### src/rtl/rxp_pkg.sv
package rxp_pkg;

  // What stage 2 does this cycle
  typedef enum logic [1:0] {
    S2_KEEP  = 2'd0,
    S2_COPY  = 2'd1,   // replica of stage 1, stage 1 held
    S2_SHIFT = 2'd2    // stage 1 moves forward
  } s2_act_e;

  // What happens to the FIFO head this cycle
  typedef enum logic [1:0] {
    S1_KEEP  = 2'd0,
    S1_TAKE  = 2'd1,   // head loads stage 1
    S1_COUNT = 2'd2    // head loads the run counter
  } s1_act_e;

  localparam int STAT_W      = 5;
  localparam int ST_S1_TAG   = 0;
  localparam int ST_S2_TAG   = 1;
  localparam int ST_S1_FULL  = 2;
  localparam int ST_S2_FULL  = 3;
  localparam int ST_PENDING  = 4;

endpackage

### src/rtl/rxp_hold_reg.sv
module rxp_hold_reg #(
  parameter int DATA_W = 8
) (
  input  logic              clk,
  input  logic              rst,
  input  logic              load,
  input  logic              clr,
  input  logic [DATA_W-1:0] din,
  input  logic              tin,
  output logic [DATA_W-1:0] data,
  output logic              tag,
  output logic              full
);

  always_ff @(posedge clk) begin
    if (rst) begin
      data <= '0;
      tag  <= 1'b0;
      full <= 1'b0;
    end else if (load) begin
      data <= din;
      tag  <= tin;
      full <= 1'b1;
    end else if (clr) begin
      tag  <= 1'b0;
      full <= 1'b0;
    end
  end

  // a clear with no refill leaves the stage empty and untagged
  a_r4_clr_empties: assert property (@(posedge clk) disable iff (rst)
    (clr && !load) |=> (!full && !tag));

  // a load always leaves the stage full with the offered byte
  a_r4_load_fills: assert property (@(posedge clk) disable iff (rst)
    load |=> (full && data == $past(din) && tag == $past(tin)));

endmodule

### src/rtl/rxp_run_ctr.sv
module rxp_run_ctr #(
  parameter int CNT_W = 8
) (
  input  logic             clk,
  input  logic             rst,
  input  logic             load,
  input  logic [CNT_W-1:0] ld_val,
  input  logic             dec,
  output logic [CNT_W-1:0] cnt,
  output logic             nz
);

  always_ff @(posedge clk) begin
    if (rst)
      cnt <= '0;
    else if (load)
      cnt <= ld_val;
    else if (dec && cnt != '0)
      cnt <= cnt - 1'b1;
  end

  assign nz = (cnt != '0);

  // each copy takes exactly one off the count
  a_r8_dec_by_one: assert property (@(posedge clk) disable iff (rst)
    (dec && !load) |=> (cnt == $past(cnt) - 1'b1));

  // a new count replaces whatever was pending
  a_r11_overwrite: assert property (@(posedge clk) disable iff (rst)
    load |=> (cnt == $past(ld_val)));

  // a pending count is kept while nothing loads or consumes it
  a_r10_keep_pending: assert property (@(posedge clk) disable iff (rst)
    (!load && !dec) |=> $stable(cnt));

endmodule

### src/rtl/rxp_seq.sv
module rxp_seq
  import rxp_pkg::*;
(
  input  logic    s1_full,
  input  logic    s1_tag,
  input  logic    s2_full,
  input  logic    rd_s1,
  input  logic    rd_s2,
  input  logic    rle_en,
  input  logic    run_nz,
  input  logic    fifo_empty,
  input  logic    head_tag,
  input  logic    head_rlc,
  output s2_act_e s2_act,
  output s1_act_e s1_act,
  output logic    pop
);

  logic occ1, occ2, expand, free1, head_is_cnt;

  always_comb begin
    // occupancy after this cycle's reads
    occ1        = s1_full && !rd_s1;
    occ2        = s2_full && !rd_s2;
    expand      = occ1 && !s1_tag && rle_en && run_nz;
    head_is_cnt = rle_en && head_tag && head_rlc;

    s2_act = S2_KEEP;
    if (occ1 && !occ2) begin
      if (expand)
        s2_act = S2_COPY;
      else if (!fifo_empty)
        s2_act = S2_SHIFT;
    end

    free1  = !occ1 || (s2_act == S2_SHIFT);
    s1_act = S1_KEEP;
    pop    = 1'b0;
    if (free1 && !fifo_empty) begin
      pop    = 1'b1;
      s1_act = head_is_cnt ? S1_COUNT : S1_TAKE;
    end
  end

endmodule

### src/rtl/rx_tag_pipe.sv
module rx_tag_pipe
  import rxp_pkg::*;
#(
  parameter int DATA_W = 8
) (
  input  logic              clk,
  input  logic              rst,
  input  logic              rle_en,
  input  logic              fifo_empty,
  input  logic [DATA_W-1:0] fifo_data,
  input  logic              fifo_tag,
  input  logic              fifo_rlc,
  output logic              fifo_pop,
  input  logic              rd_s1,
  input  logic              rd_s2,
  output logic [DATA_W-1:0] s1_data,
  output logic              s1_tag,
  output logic              s1_full,
  output logic [DATA_W-1:0] s2_data,
  output logic              s2_tag,
  output logic              s2_full,
  output logic [STAT_W-1:0] status,
  output logic              irq
);

  localparam int CNT_W    = DATA_W;
  localparam int N_STAGES = 2;

  s2_act_e s2_act;
  s1_act_e s1_act;
  logic    run_nz;
  logic [CNT_W-1:0] run_cnt;

  logic [DATA_W-1:0] st_din  [N_STAGES];
  logic              st_tin  [N_STAGES];
  logic              st_ld   [N_STAGES];
  logic              st_clr  [N_STAGES];
  logic [DATA_W-1:0] st_data [N_STAGES];
  logic              st_tag  [N_STAGES];
  logic              st_full [N_STAGES];

  rxp_seq u_seq (
    .s1_full    (s1_full),
    .s1_tag     (s1_tag),
    .s2_full    (s2_full),
    .rd_s1      (rd_s1),
    .rd_s2      (rd_s2),
    .rle_en     (rle_en),
    .run_nz     (run_nz),
    .fifo_empty (fifo_empty),
    .head_tag   (fifo_tag),
    .head_rlc   (fifo_rlc),
    .s2_act     (s2_act),
    .s1_act     (s1_act),
    .pop        (fifo_pop)
  );

  rxp_run_ctr #(.CNT_W(CNT_W)) u_run (
    .clk    (clk),
    .rst    (rst),
    .load   (s1_act == S1_COUNT),
    .ld_val (fifo_data),
    .dec    (s2_act == S2_COPY),
    .cnt    (run_cnt),
    .nz     (run_nz)
  );

  // stage 0 = stage 1 (fed by FIFO), stage 1 = stage 2 (fed by stage 1)
  always_comb begin
    st_din[0] = fifo_data;
    st_tin[0] = fifo_tag;
    st_ld[0]  = (s1_act == S1_TAKE);
    st_clr[0] = rd_s1 || (s2_act == S2_SHIFT);
    st_din[1] = st_data[0];
    st_tin[1] = st_tag[0];
    st_ld[1]  = (s2_act != S2_KEEP);
    st_clr[1] = rd_s2;
  end

  for (genvar g = 0; g < N_STAGES; g++) begin : g_stage
    rxp_hold_reg #(.DATA_W(DATA_W)) u_hold (
      .clk  (clk),
      .rst  (rst),
      .load (st_ld[g]),
      .clr  (st_clr[g]),
      .din  (st_din[g]),
      .tin  (st_tin[g]),
      .data (st_data[g]),
      .tag  (st_tag[g]),
      .full (st_full[g])
    );
  end

  assign s1_data = st_data[0];
  assign s1_tag  = st_tag[0];
  assign s1_full = st_full[0];
  assign s2_data = st_data[1];
  assign s2_tag  = st_tag[1];
  assign s2_full = st_full[1];

  // interrupt registered from the next-state tag view
  logic nxt_t1, nxt_t2;
  always_comb begin
    nxt_t1 = st_ld[0] ? st_tin[0] : (st_clr[0] ? 1'b0 : s1_tag);
    nxt_t2 = st_ld[1] ? st_tin[1] : (st_clr[1] ? 1'b0 : s2_tag);
  end

  always_ff @(posedge clk) begin
    if (rst) irq <= 1'b0;
    else     irq <= nxt_t1 || nxt_t2;
  end

  always_comb begin
    status             = '0;
    status[ST_S1_TAG]  = s1_tag;
    status[ST_S2_TAG]  = s2_tag;
    status[ST_S1_FULL] = s1_full;
    status[ST_S2_FULL] = s2_full;
    status[ST_PENDING] = run_nz;
  end

  // never consume from an empty FIFO
  a_r12_no_pop_empty: assert property (@(posedge clk) disable iff (rst)
    fifo_pop |-> !fifo_empty);

  // interrupt tracks tagged stages
  a_r5_irq_level: assert property (@(posedge clk) disable iff (rst)
    irq == ((s1_full && s1_tag) || (s2_full && s2_tag)));

  // an unread tagged byte in stage 2 stays put
  a_r6_tag_stall: assert property (@(posedge clk) disable iff (rst)
    (s2_full && s2_tag && !rd_s2) |=> (s2_full && s2_tag && $stable(s2_data)));

  // no advance of stage 1 with an empty FIFO unless a copy is due
  a_r3_no_advance: assert property (@(posedge clk) disable iff (rst)
    (fifo_empty && !rd_s1 && !(rle_en && run_nz && s1_full && !s1_tag))
      |=> (s1_full == $past(s1_full) && (!s1_full || $stable(s1_data))));

  // expansion holds stage 1 and copies it into stage 2
  a_r8_hold_copy: assert property (@(posedge clk) disable iff (rst)
    (rle_en && run_nz && s1_full && !s1_tag && !rd_s1 && (!s2_full || rd_s2))
      |=> (s1_full && $stable(s1_data) && s2_full && s2_data == $past(s1_data)));

  // a recognised count never lands in stage 1
  a_r7_count_not_staged: assert property (@(posedge clk) disable iff (rst)
    (fifo_pop && rle_en && fifo_tag && fifo_rlc) |=> !s1_full);

endmodule

### config.mk
export PLATFORM = sky130hd
export DESIGN_NAME = rx_tag_pipe
export DESIGN_NICKNAME = d
export VERILOG_FILES = /design/src/rtl/rxp_pkg.sv /design/src/rtl/rxp_hold_reg.sv /design/src/rtl/rxp_run_ctr.sv /design/src/rtl/rxp_seq.sv /design/src/rtl/rx_tag_pipe.sv
export SDC_FILE = /design/constraint.sdc
export NUM_CORES = 1
export LEC_CHECK = 0
export BUFFER_PORTS_ARGS = -buffer_cell sky130_fd_sc_hd__buf_2
export CORE_ASPECT_RATIO = 0.5
export CORE_UTILIZATION = 40
export DETAILED_ROUTE_END_ITERATION = 10
export PLACE_DENSITY = 0.68
export SKIP_CTS_REPAIR_TIMING = 1
export SKIP_LAST_GASP = 1
export SLEW_MARGIN = 0
export SYNTH_ARGS = -nofsm -noshare
export SYNTH_HDL_FRONTEND = slang
export SYNTH_SLANG_ARGS = --single-unit
### constraint.sdc
create_clock -name clk -period 2 [get_ports clk]
set_clock_uncertainty 0.1 [all_clocks]
set_input_delay 0.4 -clock clk [delete_from_list [all_inputs] [get_ports clk]]
set_output_delay 0.4 -clock clk [all_outputs]
set_load 0.02 [all_outputs]
==> impl_metrics.yaml, run 1 <==
outcome:
  run_status: "finished with violations"
  violated_checks: "DRC, setup timing"
timing:
  worst_setup_margin_ns: -0.0297
  highest_clock_frequency_the_design_can_meet_mhz: 493
  worst_max_slew_pin_slew_ns: 0.429
  timing_max_transition_violations_final: 0
  finalWorstPathRequiredPeriod_ns: 2.03
  final-setup-viol-count: 1
  report.final.hold_viol_count: 0
  finalSetupTns_ns: -0.0297
  unrepaired_setup_endpoints_after_global_routing: "yes"
  layout_worst_path_cycle_share: 1.01
  worst_slew_margin_rel: 0.712
critical_path:
  cp_slowest_stage_delay_ns: 0.35
  worst-r2r-cell-count: 7
  path_common_cell: "sky130_fd_sc_hd__buf_6"
  cp_cell_sequence: "nor4_4 -> a31oi_4 -> buf_6 -> nor3_4 -> buf_6"
  r2r_start: "u_run.cnt[5]"
  worst-endpoint-required_ns: 1.50
  critical_path_peak_fanout: 3
  critical_path.startpoint_type: "flip-flop"
  crit_path_end_kind: "output port"
  cp_slowest_cell: "sky130_fd_sc_hd__dfxtp_2"
  worst-r2r-setup-slack_ns: 0.04
  timing.setup.critical_path_class: "flip-flop to output port"
  crit_arrival_ns: 1.53
  timing.rr.end: "u_run.cnt[2]"
synthesis:
  synth_top_cells_by_area: "sky130_fd_sc_hd__dfxtp_1 42%, sky130_fd_sc_hd__mux2i_1 12%, sky130_fd_sc_hd__nor2_1 7.9%, sky130_fd_sc_hd__a21oi_1 2.9%, sky130_fd_sc_hd__buf_4 2.7%"
  ranking_of_synthesized_cells_by_instance_count: "29 x sky130_fd_sc_hd__dfxtp_1, 29 x sky130_fd_sc_hd__nor2_1, 17 x sky130_fd_sc_hd__mux2i_1"
  ys_seq_area_frac: 0.423
  synth_fp_nets: 166
  distinct_cell_type_count_after_synthesis: 38
  syn-instance-count: 148
  synth-edff-count: 0
  ys_seq_elements: 29
  post-synth-top-area-fraction: 0.423
  top_cell_type_by_total_area_after_synthesis: "sky130_fd_sc_hd__dfxtp_1"
  syn-cell-area_um2: 1370
  async_reset_ff_frac: 0
  synth-main-ff-cell: "sky130_fd_sc_hd__dfxtp_1"
  post_synth.cell_area_avg_um2: 9.28
  synth-warning-count: 0
detailed_routing:
  drt-total-wl_um: 3080
  detail-route-antenna-nets: 0
  drt_first_iter_violations: 66
  number_of_detailed_routing_iterations_run_before_antenna_repair: 7
  detail_route.wl_per_cell_um: 13.0
  dr_total_vias: 1217
  route.detailed.drc: 4
  avgViaCountPerCell: 5.14
cells_and_area:
  utilization: 0.558
  numnets_final: 214
  synth_to_final_area_change_pct: 27.4
  antennaDiodeCount: 0
  post-route-cell-area_um2: 1750
  fraction_of_final_layout_cells_sized_beyond_drive_strength_1: 0.350
  final_cell_count_no_fill: 237
power_and_ir_drop:
  power.switching_mw: 0.339
  finalPower_mw: 1.26
  pwr_density_cell_nw_per_um2: 720
  vdd_ir_drop_max_v: 0.000292
  p_int_mw: 0.921
  power.share.clock: 0.359
  power.share.switching: 0.269
  leakage_nw: 0.784
  power.share.combinational: 0.151
  seqPwrFrac: 0.490
floorplanning:
  start_util: 0.438
  placementRows: 14
  floorplan.io_pins: 43
  design.core.area_um2: 3140
  die-height_um: 43.4
  die_x_um: 84.9
  die_area_um2: 3690
min_path:
  whs_path_depth: 3
  hold_path_startpoint: "fifo_data[4]"
  timing.hold.worst_endpoint: "g_stage[0].u_hold.data[4]"
  hold_path.class: "primary input to flip-flop"
grt:
  grt_usage: 0.179
  grt_pass1_wl_um: 4990
  grt_overflow_total: 0
  grt_antenna_before_repair: 0
  grt_start_max_net_pins: 26
  grt_pass1_vias: 1102
job:
  max-cap-violations: 0
place:
  dpl.hpwl_um: 2210
  dpl_cell_area_um2: 1630
  dp.cells: 228
  portBuffers: 42
  place_congestion: 0.899
clock_tree:
  worst_skew_pair.late_latency_ns: 0.27
  cts.reportedPaths.clkPinSlew_ns: 0.06
  cts-buffers-inserted: 5
  htreeDepth: 2
  tritoncts_clock_tree: "built"
  max-clock-path-buffers: 2
  cts-root-buf: "sky130_fd_sc_hd__clkbuf_8"
  cts_num_sinks: 29
-- through the flow --
step	setup slack [ns]	hold slack [ns]
final	-0.0297	0.278
after global routing	-0.0866	0.293
after CTS	-0.190	0.276
after detailed placement	0.0570	0.360
after global placement	0.0977	0.363
after floorplan	0.0543	0.336
-- worst max-delay path by stage --
stage / startpoint / end / slack [ns] / cells past startpoint
finish: u_run.cnt[5] / fifo_pop / -0.03 / 5
global route: u_run.cnt[5] / fifo_pop / -0.09 / 5
CTS: u_run.cnt[5] / fifo_pop / -0.19 / 5
detailed placement: rd_s1 / g_stage[0].u_hold.data[1] / 0.06 / 7
global placement: rd_s1 / g_stage[0].u_hold.data[7] / 0.1 / 7
floorplan: u_run.cnt[5] / g_stage[0].u_hold.tag / 0.05 / 5
-- power by group through the flow --
stage                     clock [mW]  sequential (mW)  combinational, mW
final                          0.452            0.617              0.191
after global routing           0.494            0.620              0.209
after CTS                      0.470            0.617              0.187
after detailed placement           0            0.629              0.187
after global placement             0            0.628              0.185
after floorplan                    0            0.648              0.110
-- placed cells by master, fill, tap and decap left out, types with 3 or more instances in the layout --
cell type	netlist	layout
sky130_fd_sc_hd__a211oi_1	3	3
sky130_fd_sc_hd__a21oi_1	8	7
sky130_fd_sc_hd__buf_2	1	41
sky130_fd_sc_hd__buf_4	5	9
sky130_fd_sc_hd__clkbuf_8	0	5
sky130_fd_sc_hd__dfxtp_1	29	27
sky130_fd_sc_hd__inv_1	3	3
sky130_fd_sc_hd__mux2i_1	17	17
sky130_fd_sc_hd__nand2b_1	4	4
sky130_fd_sc_hd__nand3_1	3	3
sky130_fd_sc_hd__nor2_1	29	29
sky130_fd_sc_hd__nor3_1	6	5
-- area by class of cell --
| cell class | instances | area (um^2) |
|---|---|---|
| repair buffers | 52 | 295 |
| inverters | 3 | 11.3 |
| flip-flops and latches | 29 | 583 |
| fillers | 283 | 1390 |
| clock buffers | 6 | 72.6 |
| well taps | 40 | 50.0 |
| clock inverters | 2 | 10.0 |
| multi-input cells | 105 | 728 |
-- cell families (layout without fill, tap and decap cells) --
family / Yosys count / after routing / synth area share
and+or+nand+nor: 61 / 61 / 0.238
DFF: 29 / 29 / 0.423
adders and majority gates: 2 / 2 / 0.0182
buffers and inverters: 14 / 63 / 0.0583
xor gates and xnor gates: 2 / 2 / 0.0128
muxes: 17 / 17 / 0.124
AOI/OAI and AO/OA: 23 / 23 / 0.127
-- worst max-delay path, delay by kind of cell, from the launching register on --
| kind | cells | cell delay [ns] |
|---|---|---|
| simple gates | 2 | 0.49 |
| flops | 1 | 0.35 |
| buf+inv | 2 | 0.28 |
| compound gates | 1 | 0.13 |
-- registers in the layout, indices dropped and copies added, names as in the netlist --
register	count
g_stage.u_hold.data	16
g_stage.u_hold.full	2
irq	1
u_run.cnt	8
g_stage.u_hold.tag	2
-- metal layers --
layer	track usage	vias to the layer above	part of all wire
met3	0.0705	2	0.061
met5	0	-	0
met4	0.0508	0	0.0062
met2	0.262	35	0.42
li1	-	615	-
met1	0.246	565	0.51
Power figures use the tool's default switching activity.
==> run 2, diff against run 1 <==
- PLACE_DENSITY: 0.68 -> not set
- PLACE_DENSITY_LB_ADDON: not set -> 0.1
- SETUP_SLACK_MARGIN: not set -> 0.1
==> run 2 against run 1 <==
The run still ends with DRC, setup timing left. Utilization up 2.0 points. Sequential share of layout area down 1.1 points. Global-route usage up 0.80 points. Highest routed layer unchanged.
==> impl_metrics.yaml, run 2 (synthesis gave the netlist of run 1 again) <==
job:
  max-cap-violations: 0
timing:
  final-setup-viol-count: 1
  worst_setup_margin_ns: -0.0713
  worst_max_slew_pin_slew_ns: 0.471
  finalWorstPathRequiredPeriod_ns: 2.07
  timing_max_transition_violations_final: 0
  worst_slew_margin_rel: 0.686
  report.final.hold_viol_count: 0
  highest_clock_frequency_the_design_can_meet_mhz: 483
  layout_worst_path_cycle_share: 1.04
  unrepaired_setup_endpoints_after_global_routing: "yes"
grt:
  grt_start_max_net_pins: 29
  grt_antenna_before_repair: 0
  grt_pass1_vias: 1059
  grt_overflow_total: 0
  grt_pass1_wl_um: 5110
  grt_usage: 0.187
clock_tree:
  cts.reportedPaths.clkPinSlew_ns: 0.07
  cts_num_sinks: 29
  max-clock-path-buffers: 2
  tritoncts_clock_tree: "built"
  worst_skew_pair.late_latency_ns: 0.29
  cts-root-buf: "sky130_fd_sc_hd__clkbuf_8"
  cts-buffers-inserted: 5
  htreeDepth: 2
detailed_routing:
  detail_route.wl_per_cell_um: 13.7
  drt_first_iter_violations: 73
  route.detailed.drc: 6
  dr_total_vias: 1252
  number_of_detailed_routing_iterations_run_before_antenna_repair: 9
  drt-total-wl_um: 3240
  avgViaCountPerCell: 5.28
  detail-route-antenna-nets: 0
power_and_ir_drop:
  leakage_nw: 0.796
  pwr_density_cell_nw_per_um2: 801
  vdd_ir_drop_max_v: 0.000354
critical_path:
  worst-path-buf-inv: 2
  setup.worst_path.start: "u_run.cnt[2]"
  cp_slowest_stage_delay_ns: 0.35
  cp_cell_sequence: "nor4_4 -> a31oi_4 -> buf_4 -> nor3_4 -> buf_6"
  r2r_start: "u_run.cnt[2]"
  cp_slowest_cell: "sky130_fd_sc_hd__nor4_4"
  crit_path_end_kind: "output port"
  crit_arrival_ns: 1.57
  timing.setup.critical_path_class: "flip-flop to output port"
  worst-endpoint-required_ns: 1.50
  path_delay_family: "simple AND/OR/NAND/NOR gates"
  critical_path_peak_fanout: 6
  critical_path.startpoint_type: "flip-flop"
floorplanning:
  die_area_um2: 3690
  design.core.area_um2: 3140
  start_util: 0.438
  floorplan.io_pins: 43
  placementRows: 14
  die-height_um: 43.4
  die_x_um: 84.9
place:
  portBuffers: 42
  dp_slack_ns: 0.0580
  dpl.hpwl_um: 2290
  place_congestion: 0.878
cells_and_area:
  top_register: "g_stage.u_hold.data"
  numnets_final: 214
  fillers: 311
  antennaDiodeCount: 0
  flip_flop_count_of_the_largest_register_all_copies_and_words_added: 16
  mostFrequentLayoutCell: "sky130_fd_sc_hd__buf_2"
  utilization: 0.578
  fraction_of_final_layout_cells_sized_beyond_drive_strength_1: 0.381
  final_cell_mix: "41 x sky130_fd_sc_hd__buf_2, 28 x sky130_fd_sc_hd__nor2_1, 26 x sky130_fd_sc_hd__dfxtp_1"
  layout_top_registers: "g_stage.u_hold.data (16), u_run.cnt (8)"
  synth_to_final_area_change_pct: 31.9
min_path:
  hold_path.class: "primary input to flip-flop"
  hold_path_startpoint: "fifo_data[6]"
outcome:
  run_status: "finished with violations"
  violated_checks: "DRC, setup timing"
==> run 2: layer usage <==
layer | global-route usage | part of all wire | wire length, um | vias up
li1 | - | - | - | 613
met3 | 0.0781 | 0.086 | 278 | 5
met5 | 0 | 0 | 0 | -
met4 | 0.0780 | 0.013 | 41 | 0
met2 | 0.262 | 0.38 | 1230 | 42
met1 | 0.254 | 0.52 | 1690 | 592
==> run 2: power breakdown <==
part / switching (mW) / internal [mW] / total [mW]
sequential: 0.0178 / 0.599 / 0.617
combinational: 0.113 / 0.0827 / 0.196
clock: 0.233 / 0.405 / 0.638
total: 0.364 / 1.09 / 1.45
==> run 2: worst min-delay path, stage by stage <==
cell	delay (ns)
sky130_fd_sc_hd__buf_2	0.09
sky130_fd_sc_hd__mux2i_1	0.06
sky130_fd_sc_hd__nor2_1	0.07
==> run 2: path summary, 6_finish.rpt <==
check                               to  slack [ns]  depth (start not counted)
max                           fifo_pop       -0.07                          5
min reg2reg               u_run.cnt[0]        0.38                          1
min          g_stage[0].u_hold.data[6]        0.26                          3
max reg2reg  g_stage[0].u_hold.data[7]        0.08                          5
==> run 2: metrics by stage <==
stage	cell area [um^2]	hold slack, ns	power (mW)	std cells	setup TNS (ns)
finish	1810	0.262	1.45	237	-0.0713
global placement	1640	0.369	0.816	228	0
detailed placement	1640	0.364	0.816	228	0
floorplan	1390	0.336	0.760	148	0
CTS	1760	0.264	1.45	236	-0.152
global route	1810	0.275	1.51	237	-0.185
==> run 2: cell type report <==
| class | count | area (um^2) | area share |
|---|---|---|---|
| Clock buffer | 6 | 82.6 | 0.0456 |
| Clock inverter | 2 | 37.5 | 0.0207 |
| Timing Repair Buffer | 52 | 295 | 0.163 |
| Sequential cell | 29 | 584 | 0.323 |
| Inverter | 3 | 11.3 | 0.00622 |
| Multi-Input combinational cell | 105 | 751 | 0.414 |
| Tap cell | 40 | 50.0 | 0.0276 |
==> run 3, diff against run 2 <==
--- a/config.mk
+++ b/config.mk
@@ -8,4 +8,5 @@
 export BUFFER_PORTS_ARGS = -buffer_cell sky130_fd_sc_hd__buf_2
 export CORE_ASPECT_RATIO = 0.5
+export CORE_MARGIN = 2
 export CORE_UTILIZATION = 40
 export DETAILED_ROUTE_END_ITERATION = 10
==> constraint.sdc (replaced) <==
create_clock -name clk -period 2 [get_ports clk]
set_clock_uncertainty 0.1 [all_clocks]
set_input_delay 0.3 -clock clk [delete_from_list [all_inputs] [get_ports clk]]
set_output_delay 0.3 -clock clk [all_outputs]
set_load 0.02 [all_outputs]
==> run 3 against run 2 <==
The flow finishes with violations (setup timing). Critical path type unchanged. Highest routed layer unchanged. Critical path depth is the same. First-iteration DRC count shrank 47%. Clock-buffer cell count grew 1. Non-clock buffer count shrank 2. Worst hold slack lost 0.088 ns. Register-to-register slack is essentially flat. Sequential power is essentially flat. Global-route usage shrank 1.0 points. Largest power group is now registers.
==> impl_metrics.yaml, run 3 (synthesis gave the netlist of run 1 again) <==
detailed_routing:
  route.detailed.drc: 0
  detail-route-antenna-nets: 0
  drt-total-wl_um: 3210
  detail_route.wl_per_cell_um: 13.7
  number_of_detailed_routing_iterations_run_before_antenna_repair: 4
  avgViaCountPerCell: 4.97
  dr_total_vias: 1167
  drt_first_iter_violations: 39
grt:
  grt_usage: 0.176
  grt_overflow_total: 0
  grt_pass1_wl_um: 5120
  grt_pass1_vias: 1066
  grt_start_max_net_pins: 33
  grt_antenna_before_repair: 0
critical_path:
  critical_path_peak_fanout: 6
  path_delay_family: "simple AND/OR/NAND/NOR gates"
  worst-r2r-setup-slack_ns: 0.08
  timing.rr.end: "g_stage[0].u_hold.data[2]"
  setup.worst_path.start: "u_run.cnt[2]"
  r2r_start: "u_run.cnt[2]"
  cp_slowest_cell: "sky130_fd_sc_hd__dfxtp_2"
  crit_arrival_ns: 1.61
  cp_slowest_stage_delay_ns: 0.35
  cp-endpoint: "fifo_pop"
  worst-r2r-cell-count: 5
  cp_cell_sequence: "nor4_4 -> a31oi_4 -> buf_4 -> nor3_4 -> buf_6"
  timing.setup.critical_path_class: "flip-flop to output port"
  critical_path.startpoint_type: "flip-flop"
  worst-path-buf-inv: 2
  critical_path_cell_count: 5
  crit_path_end_kind: "output port"
  worst-endpoint-required_ns: 1.60
cells_and_area:
  flip_flop_count_of_the_largest_register_all_copies_and_words_added: 16
  fraction_of_final_layout_cells_sized_beyond_drive_strength_1: 0.385
  synth_to_final_area_change_pct: 29.7
  mostFrequentLayoutCell: "sky130_fd_sc_hd__buf_2"
  antennaDiodeCount: 0
  numnets_final: 212
  final_cell_count_no_fill: 235
  top_register: "g_stage.u_hold.data"
  final_cell_mix: "41 x sky130_fd_sc_hd__buf_2, 28 x sky130_fd_sc_hd__nor2_1, 25 x sky130_fd_sc_hd__dfxtp_1"
  post-route-cell-area_um2: 1780
  layout_top_registers: "g_stage.u_hold.data (16), u_run.cnt (8)"
timing:
  finalSetupTns_ns: -0.00949
  finalWorstPathRequiredPeriod_ns: 2.01
  timing_max_transition_violations_final: 0
  worst_setup_margin_ns: -0.00949
  highest_clock_frequency_the_design_can_meet_mhz: 498
  worst_max_slew_pin_slew_ns: 0.548
  worst_slew_margin_rel: 0.635
  layout_worst_path_cycle_share: 1.00
  final-setup-viol-count: 1
  unrepaired_setup_endpoints_after_global_routing: "yes"
  report.final.hold_viol_count: 0
outcome:
  violated_checks: "setup timing"
  run_status: "finished with violations"
place:
  dpl.hpwl_um: 2300
  dp.cells: 226
  place_congestion: 0.871
  dp_slack_ns: 0.0560
  portBuffers: 42
  dpl_cell_area_um2: 1640
clock_tree:
  htreeDepth: 2
  worst_skew_pair.late_latency_ns: 0.27
  cts-buffers-inserted: 5
  cts.reportedPaths.clkPinSlew_ns: 0.06
  cts-root-buf: "sky130_fd_sc_hd__clkbuf_8"
  max-clock-path-buffers: 2
  tritoncts_clock_tree: "built"
  cts_num_sinks: 29
floorplanning:
  placementRows: 14
  die-height_um: 45.4
  design.core.area_um2: 3140
  floorplan.io_pins: 43
  die_x_um: 86.9
  die_area_um2: 3950
  start_util: 0.438
power_and_ir_drop:
  finalPower_mw: 1.35
  vdd_ir_drop_max_v: 0.000425
  pwr_density_cell_nw_per_um2: 756
  leakage_nw: 0.785
job:
  max-cap-violations: 0
min_path:
  hold_path.class: "primary input to flip-flop"
-- run 3: cell types whose count changed in the layout (fill, tap and decap cells not counted), sizes merged --
| cell | before | now |
|---|---|---|
| buf | 52 | 50 |
| bufinv | 1 | 0 |
| clkbuf | 6 | 7 |
| clkinv | 0 | 1 |
| clkinvlp | 1 | 0 |
-- run 3: cell type report --
type,count,area (um^2)
fill,293,1350
multi-input combinational,105,744
sequential,29,586
timing repair buffer,50,289
clock buffer,7,96.3
tap,40,50.0
inverter,3,11.3
clock inverter,1,5.00
-- run 3: routing by layer --
| metal | global-route usage | routed length, um |
|---|---|---|
| met1 | 0.252 | 1760 |
| met2 | 0.247 | 1270 |
| met3 | 0.0634 | 181 |
| met4 | 0.0594 | 8 |
| met5 | 0 | 0 |
-- run 3: report_power, final --
group	total [mW]	leakage (nW)	switching, mW	internal, mW
combinational	0.194	0.493	0.112	0.0821
clock	0.536	0.0542	0.226	0.311
sequential	0.616	0.238	0.0168	0.600
total	1.35	0.785	0.354	0.992
-- run 3: how the worst min path moves through the flow --
stage | start | end | slack (ns) | cells past startpoint
6_report | fifo_data[4] | g_stage[0].u_hold.data[4] | 0.17 | 3
5_1_grt | fifo_data[6] | g_stage[0].u_hold.data[6] | 0.17 | 3
4_1_cts | fifo_data[6] | g_stage[0].u_hold.data[6] | 0.17 | 3
3_5_place_dp | u_run.cnt[0] | u_run.cnt[0] | 0.37 | 1
3_3_place_gp | u_run.cnt[0] | u_run.cnt[0] | 0.37 | 1
2_1_floorplan | u_run.cnt[0] | u_run.cnt[0] | 0.34 | 1
-- run 3: stage by stage --
step            util  hold slack [ns]
2_1_floorplan      -            0.336
3_3_place_gp   0.522            0.368
3_5_place_dp   0.522            0.372
4_1_cts        0.555            0.170
5_1_grt        0.568            0.169
6_report       0.568            0.174
-- run 3: worst min-delay path: stages --
cell and delay (ns):
sky130_fd_sc_hd__buf_2 0.09, sky130_fd_sc_hd__mux2i_1 0.06, sky130_fd_sc_hd__nor2_1 0.07
